### config.mk
export PLATFORM = sky130hd
export DESIGN_NAME = irq_prio_ctrl
export DESIGN_NICKNAME = d
export VERILOG_FILES = /design/src/rtl/lipc_pkg.sv /design/src/rtl/lipc_prio_enc.sv /design/src/rtl/lipc_vec_bank.sv /design/src/rtl/irq_prio_ctrl.sv
export SDC_FILE = /design/constraint.sdc
export NUM_CORES = 2
export LEC_CHECK = 0
export CAP_MARGIN = 20
export CELL_PAD_IN_SITES_DETAIL_PLACEMENT = 2
export CELL_PAD_IN_SITES_GLOBAL_PLACEMENT = 2
export CORE_ASPECT_RATIO = 0.9
export CORE_MARGIN = 3
export CORE_UTILIZATION = 40
export DETAILED_ROUTE_END_ITERATION = 10
export PLACE_DENSITY_LB_ADDON = 0.25
export SYNTH_ARGS = -nofsm -noshare
export SYNTH_HDL_FRONTEND = slang
export SYNTH_SLANG_ARGS = --single-unit
### constraint.sdc
create_clock -name clk -period 4.9 [get_ports clk]
set_input_delay 0.735 -clock clk [delete_from_list [all_inputs] [get_ports clk]]
set_output_delay 0.735 -clock clk [all_outputs]
set_load 0.02 [all_outputs]
### src/rtl/lipc_pkg.sv
`timescale 1ns/1ps
package lipc_pkg;
  localparam int WORD_W = 32;

  typedef enum logic [1:0] {
    SEL_REQ  = 2'd0,
    SEL_SRV  = 2'd1,
    SEL_TRG  = 2'd2,
    SEL_NONE = 2'd3
  } bank_sel_e;
endpackage

### src/rtl/lipc_prio_enc.sv
`timescale 1ns/1ps
// Highest-set-bit finder over a wide vector.
module lipc_prio_enc #(
  parameter int N  = 256,
  parameter int IW = $clog2(N)
) (
  input  logic [N-1:0]  bits,
  output logic          any,
  output logic [IW-1:0] top
);
  always_comb begin
    any = 1'b0;
    top = '0;
    for (int i = 0; i < N; i++) begin
      if (bits[i]) begin
        any = 1'b1;
        top = IW'(i);
      end
    end
  end
endmodule

### src/rtl/lipc_vec_bank.sv
`timescale 1ns/1ps
// Bit-addressed state set; a set and a clear on the same bit leave it set.
module lipc_vec_bank #(
  parameter int N  = 256,
  parameter int IW = $clog2(N)
) (
  input  logic          clk,
  input  logic          rst_n,
  input  logic          set_en,
  input  logic [IW-1:0] set_idx,
  input  logic          clr_en,
  input  logic [IW-1:0] clr_idx,
  output logic [N-1:0]  q
);
  always_ff @(posedge clk) begin
    if (!rst_n) begin
      q <= '0;
    end else begin
      if (clr_en) q[clr_idx] <= 1'b0;
      if (set_en) q[set_idx] <= 1'b1;
    end
  end
endmodule

### src/rtl/irq_prio_ctrl.sv
`timescale 1ns/1ps
module irq_prio_ctrl
  import lipc_pkg::*;
#(
  parameter int NVEC  = 256,
  parameter int CLSW  = 4,
  parameter int IDXW  = $clog2(NVEC),
  parameter int WORDS = NVEC / WORD_W,
  parameter int WSELW = $clog2(WORDS)
) (
  input  logic             clk,
  input  logic             rst_n,
  input  logic             dlv_valid,
  output logic             dlv_ready,
  input  logic [IDXW-1:0]  dlv_vector,
  input  logic             dlv_level,
  input  logic             ack_req,
  output logic             ack_found,
  output logic [IDXW-1:0]  ack_vector,
  input  logic             eoi_strobe,
  input  logic             sw_enable,
  input  logic             task_prio_we,
  input  logic [IDXW-1:0]  task_prio_wdata,
  output logic [IDXW-1:0]  task_prio_q,
  output logic [IDXW-1:0]  cur_prio,
  output logic             core_irq,
  input  logic [1:0]       rd_sel,
  input  logic [WSELW-1:0] rd_word,
  output logic [WORD_W-1:0] rd_data
);
  localparam int LOW_W = IDXW - CLSW;

  logic [NVEC-1:0] irr_q, isr_q, tmr_q;
  logic            irr_any, isr_any;
  logic [IDXW-1:0] irr_top, isr_top;
  logic            eoi_clr;
  logic [CLSW-1:0] isr_cls, tpr_cls;

  assign dlv_ready = 1'b1;

  lipc_prio_enc #(.N(NVEC), .IW(IDXW)) u_enc_req (
    .bits(irr_q), .any(irr_any), .top(irr_top));
  lipc_prio_enc #(.N(NVEC), .IW(IDXW)) u_enc_srv (
    .bits(isr_q), .any(isr_any), .top(isr_top));

  assign ack_found  = ack_req & sw_enable & irr_any;
  assign ack_vector = irr_top;
  assign eoi_clr    = eoi_strobe & isr_any;

  // pending set: delivery sets, acknowledge clears (delivery wins)
  lipc_vec_bank #(.N(NVEC), .IW(IDXW)) u_bank_req (
    .clk(clk), .rst_n(rst_n),
    .set_en(dlv_valid), .set_idx(dlv_vector),
    .clr_en(ack_found), .clr_idx(irr_top),
    .q(irr_q));

  // service set: acknowledge sets, end-of-interrupt clears the top
  lipc_vec_bank #(.N(NVEC), .IW(IDXW)) u_bank_srv (
    .clk(clk), .rst_n(rst_n),
    .set_en(ack_found), .set_idx(irr_top),
    .clr_en(eoi_clr), .clr_idx(isr_top),
    .q(isr_q));

  // trigger set: follows the kind of the latest delivery
  lipc_vec_bank #(.N(NVEC), .IW(IDXW)) u_bank_trg (
    .clk(clk), .rst_n(rst_n),
    .set_en(dlv_valid & dlv_level), .set_idx(dlv_vector),
    .clr_en(dlv_valid & ~dlv_level), .clr_idx(dlv_vector),
    .q(tmr_q));

  always_ff @(posedge clk) begin
    if (!rst_n)            task_prio_q <= '0;
    else if (task_prio_we) task_prio_q <= task_prio_wdata;
  end

  assign core_irq = irr_any & (~isr_any | (irr_top > isr_top));

  assign isr_cls  = isr_any ? isr_top[IDXW-1 -: CLSW] : '0;
  assign tpr_cls  = task_prio_q[IDXW-1 -: CLSW];
  assign cur_prio = (tpr_cls >= isr_cls) ? task_prio_q
                                         : {isr_cls, {LOW_W{1'b0}}};

  logic [WORD_W-1:0] req_w [WORDS];
  logic [WORD_W-1:0] srv_w [WORDS];
  logic [WORD_W-1:0] trg_w [WORDS];

  for (genvar w = 0; w < WORDS; w++) begin : g_words
    assign req_w[w] = irr_q[w*WORD_W +: WORD_W];
    assign srv_w[w] = isr_q[w*WORD_W +: WORD_W];
    assign trg_w[w] = tmr_q[w*WORD_W +: WORD_W];
  end

  always_comb begin
    case (bank_sel_e'(rd_sel))
      SEL_REQ: rd_data = req_w[rd_word];
      SEL_SRV: rd_data = srv_w[rd_word];
      SEL_TRG: rd_data = trg_w[rd_word];
      default: rd_data = '0;
    endcase
  end
endmodule

==> metrics.md, run 1 <==
| Metric | Value |
|---|---|
| Seq/Total Area, Yosys | `34.66%` |
| Number of buffers created by CTS | `88` |
| Ys async rst share | `0%` |
| Synth Instances | `5239` |
| Sink Count | `776` |
| Die Wd | `358.9 um` |
| Port-buffer cells | `86` |
| WEP type | `top-level output` |
| # rows | `115` |
| All-Layer GR Usage | `76.24%` |
| IO Pins | `88` |
| Worst EP post-GRT repair | `core_irq` |
| Root buffer cell | `clkbuf_16` |
| Setup Slack @ Placement | `-0.3037 ns` |
| Synth top area share | `34.66%` |
| Starting density of the core | `40.67%` |
| Syn Std Cell Area | `0.04483 sq mm` |
| Status | `stopped before the end` |
| Depth of the CTS H-tree | `3` |
| Detailed placement HPWL | `270.3 mm` |
| Post-synth net total | `5280` |
| Syn. warnings | `0` |
| Largest net degree at the start of global routing | `197` |
| Last step reached | `5_1_grt` |
| Post-synth cell types | `101` |
| Register bit total from synthesis | `776` |
| Ranking of synthesized cells by area | `dfxtp_1 (35%), mux4_2 (11%), mux2i_1 (5.2%)` |
| Grt total ovfl | `10` |
| Clock tree buffer depth | `3` |
| Initial antenna violation count | `102` |
| Hold_buf cts | `0` |
| Placer's final routability congestion estimate | `1.123` |
| Stop err | `[ERROR GRT-0232] Routing congestion too high. Check the congestion heatmap in the GUI.` |
| Post-synth EDFFs | `0` |
| Synthesized area per cell | `8.556 sq um` |
| Die Span Y | `323.6 um` |
| Cell taking the most area after synthesis | `dfxtp_1` |
| Area post-placement | `0.05328 sq mm` |
| Commonest register cell after synthesis | `dfxtp_1` |
Yosys cell counts, drive strengths merged, types with 82 or more instances:
library cell and n:
nor2 565, o41ai 91, clkbuf 338, a21oi 354, mux4 224, inv 142
buf 89, o22ai 130, nor4 268, nand2 547, o311ai 83, nor3 157
mux2i 233, dfxtp 776, nand3 82, o21ai 272
repair_timing:
action	in CTS
endpoints found under the setup margin	19
gates cloned	1
pin swaps	18
setup buffers	10
resized for setup	136
metal layers:
layer  GRT overflow  track usage (%)
met5              0            37.41
met4              5            71.96
met3              0            62.16
met2              5            91.22
met1              0            77.90
metrics by stage:
step	cells	utilization (%)	setup TNS (ns)	hold slack, ns
3_3_place_gp	7244	48.34	-0.9802	0.4436
4_1_cts	7416	51.68	-2.221	0.4411
2_1_floorplan	5239	-	0	0.4331
3_5_place_dp	7244	48.34	-1.663	0.4511
cells by family after synthesis:
logic type / Yosys count / synth area share [%]
and+or+nand+nor: 1953 / 21.25
AOI/OAI and AO/OA: 1471 / 22.33
DFF: 776 / 34.66
buffers and inverters: 569 / 4.963
muxes: 457 / 16.46
adders and majority gates: 12 / 0.3349
other: 1 / 0.008366
==> inputs of run 2 (changes only) <==
--- a/config.mk
+++ b/config.mk
@@ -6,13 +6,10 @@
 export NUM_CORES = 2
 export LEC_CHECK = 0
 export CAP_MARGIN = 20
-export CELL_PAD_IN_SITES_DETAIL_PLACEMENT = 2
-export CELL_PAD_IN_SITES_GLOBAL_PLACEMENT = 2
-export CORE_ASPECT_RATIO = 0.9
 export CORE_MARGIN = 3
 export CORE_UTILIZATION = 40
 export DETAILED_ROUTE_END_ITERATION = 10
-export PLACE_DENSITY_LB_ADDON = 0.25
+export PLACE_DENSITY_LB_ADDON = 0.15
 export SYNTH_ARGS = -nofsm -noshare
 export SYNTH_HDL_FRONTEND = slang
 export SYNTH_SLANG_ARGS = --single-unit
==> metrics.md, run 2 <==
| Metric | Value |
|---|---|
| Cell taking the most area after synthesis | `dfxtp_1` |
| CP startpoint kind | `flop` |
| Synthesized area per cell | `8.556 sq um (unchanged)` |
| Placer's final routability congestion estimate | `1.123 (about the same)` |
| IO Pins | `88 (unchanged)` |
| Leak | `23.03 nW` |
| Ranking of synthesized cells by area | `dfxtp_1 (35%), mux4_2 (11%), mux2i_1 (5.2%)` |
| Worst reg2reg path startpoint | `u_bank_req.q[232]` |
| Post-layout util | `52.78%` |
| Slew Limit Fails | `0` |
| Post-Place Cells | `7453 (+2.9%)` |
| Clock tree buffer depth | `3 (unchanged)` |
| CP Capture Type | `primary output` |
| Drt pass-1 iters | `6` |
| Number of buffers created by CTS | `92 (+4.5%)` |
| Post-synth EDFFs | `0 (unchanged)` |
| Final wirelength | `291.6 mm` |
| All-Layer GR Usage | `48.50%` |
| Core Area | `0.1110 sq mm` |
| Initial drt markers | `8052` |
| Worst-skew pair later-pin latency | `0.74 ns` |
| Status | `finished, violations left` |
| Ys async rst share | `0% (unchanged)` |
| Setup Slack @ Placement | `-0.8865 ns (-0.5828 ns)` |
| DR vias/cell | `6.939` |
| Grt total ovfl | `0` |
| Max_slew headroom | `17.77%` |
| Sink Count | `776 (unchanged)` |
| Leading cell type by number of instances after synthesis | `dfxtp_1` |
| Number of global-route vias before repair | `50080` |
| Reg clk slew, reported paths | `0.06 ns` |
| Max Cap Violations | `0` |
| Syn. warnings | `0 (unchanged)` |
| Hold_buf cts | `0 (unchanged)` |
| Syn Std Cell Area | `0.04483 sq mm (unchanged)` |
| Depth of the CTS H-tree | `3 (unchanged)` |
| Finished Layout Cells | `7644` |
| Largest net degree at the start of global routing | `178` |
| Layout Area Growth over Synthesis | `30.67%` |
| Post-synth cell types | `101 (unchanged)` |
| Die area | `0.1161 sq mm` |
| Endpoint, Worst Hold | `u_bank_srv.q[86]` |
| Required @ worst endpoint | `4.16 ns` |
| Final setup TNS | `-0.7349 ns` |
| Commonest non-fill, non-tap cells in the layout | `buf_4 (1039), dfxtp_1 (768), nor2_1 (546)` |
| NumNets Final | `6110` |
| Register bit total from synthesis | `776 (unchanged)` |
| Post-Route Skew | `0.03483 ns` |
| Die Wd | `340.8 um (-5.0%)` |
| Post-synth net total | `5280 (unchanged)` |
| Worst Hold Depth | `2` |
| First-pass GRT wire length | `399.0 mm` |
| Worst endpoint data arrival time | `4.58 ns` |
| Reg-to-Reg End | `u_bank_srv.q[173]` |
| Worst hold start | `rst_n` |
| # DRC | `0` |
| Slew @ Worst Pin | `1.224 ns` |
| Avg WL per Cell | `38.14 um` |
| Commonest register cell after synthesis | `dfxtp_1` |
| Vias | `53040` |
| Initial antenna violation count | `30` |
| Share of layout cells above drive strength 1 | `27.54%` |
| Fillers | `10680` |
| Detailed placement HPWL | `220.1 mm (-19%)` |
| Starting density of the core | `40.39% (-0.28 points)` |
| Max IR drop VDD | `0.0003094 V` |
| Port-buffer cells | `86 (unchanged)` |
| HP Class | `in2reg` |
| Most common cell after layout, fill and taps aside | `buf_4` |
| Critical path peak fanout | `3` |
| Seq/Total Area, Yosys | `34.66% (unchanged)` |
| Period utilisation layout | `108.4%` |
| Synth Instances | `5239 (unchanged)` |
| Critical path class | `reg2out` |
| ANT nets after route | `0` |
| Setup Viol. Count Final | `5` |
| Max Fclk | `188.3 MHz` |
| R2R cell count | `11` |
| Fin crit period | `5.311 ns` |
| CTS tree | `built` |
| Leading cell types by count after synthesis | `dfxtp_1 (776), nor2_1 (564), nand2_1 (544), a21oi_1 (352), clkbuf_1 (338)` |
| RSZ-0062 raised after global routing | `yes` |
| # rows | `122 (+6.1%)` |
| Final setup margin | `-0.4106 ns` |
| R2r setup slk | `0.15 ns` |
| Final-report hold violation count | `0` |
| Largest registers | `u_bank_req.q: 256 flops, u_bank_srv.q: 256 flops, u_bank_trg.q: 256 flops` |
| Hold_ws | `0.4581 ns` |
| Violated checks | `setup timing` |
| Root buffer cell | `clkbuf_16` |
| Die Span Y | `340.8 um (+5.3%)` |
| Power Density | `293.6 mW/mm^2` |
| Synth top area share | `34.66% (unchanged)` |
==> run 2: cell counts after synthesis <==
Identical to the previous run, type by type.
==> run 2: logic make-up after synthesis <==
kind of cell,share of synthesized area (%)
simple gates,21.25
compound gates,22.33
flops,34.66
buf+inv,4.963
mux,16.46
fa+ha+maj,0.3349
other cells,0.008366
==> run 2: power by group <==
group / switching [mW] / internal, mW
combinational: 2.49 / 0.938
clock: 3.14 / 4.29
sequential: 0.0156 / 6.32
total: 5.64 / 11.6
==> run 2: worst max-delay path, cell delays in order (launching register included) <==
cell,delay (ns)
dfxtp_1,0.33
buf_4,0.14
buf_4,0.13
o31ai_1,0.66
a2111oi_0,0.27
nor2_1,0.53
o311a_4,0.26
nor2_4,0.05
inv_2,0.06
ha_1,0.24
nor2b_1,0.14
o21a_1,0.17
o21ai_1,0.11
nand2b_1,0.08
a21oi_2,0.12
o21ai_1,0.06
o21ai_1,0.10
a21oi_2,0.12
buf_4,0.16
buf_6,0.12
==> run 2: what timing repair did <==
| item | in CTS | in global routing |
|---|---|---|
| setup buffers | 5 | 7 |
| resized for setup | 136 | 65 |
| endpoints found under the setup margin | 24 | 13 |
| pin swaps | 30 | 20 |
==> run 2: how the worst max path moves through the flow <==
stage / from / endpoint / slack (ns) / cells after the start
floorplan: u_bank_req.q[170] / core_irq / 0.17 / 19
global placement: u_bank_srv.q[150] / core_irq / -0.89 / 16
detailed placement: u_bank_srv.q[150] / core_irq / -0.89 / 16
CTS: u_bank_srv.q[39] / core_irq / -0.36 / 20
global route: u_bank_srv.q[250] / core_irq / -0.70 / 19
finish: u_bank_srv.q[78] / core_irq / -0.41 / 19
==> run 2: per-layer routing <==
layer,vias up,routed length (um),share of wire (%),global-route usage (%)
met5,-,104,0.036,0
met4,16,31060,11,40.53
met3,1176,35090,12,14.25
met2,4181,123600,42,72.93
met1,25760,101800,35,57.00
li1,21910,-,-,-
==> run 2: cell type report <==
class                      instances  area [sq um]  area share, %
sequential                       776         15540          26.54
timing repair buffer            1163          9444          16.12
inverter                         142         541.8         0.9249
clock buffer                     121          2613          4.460
clock inverter                    44         573.1         0.9783
multi-input combinational       3894         27960          47.73
antenna                           16         40.04        0.06836
tap                             1488          1862          3.179
==> run 2: per-stage QoR <==
step | total power, mW | cell area (sq um)
final | 17.20 | 58570
after global placement | 9.642 | 54550
after CTS | 16.98 | 58170
after detailed placement | 9.634 | 54550
after global routing | 17.39 | 58540
after floorplan | 7.782 | 44830
No activity file was read; power rests on OpenSTA's default activity.
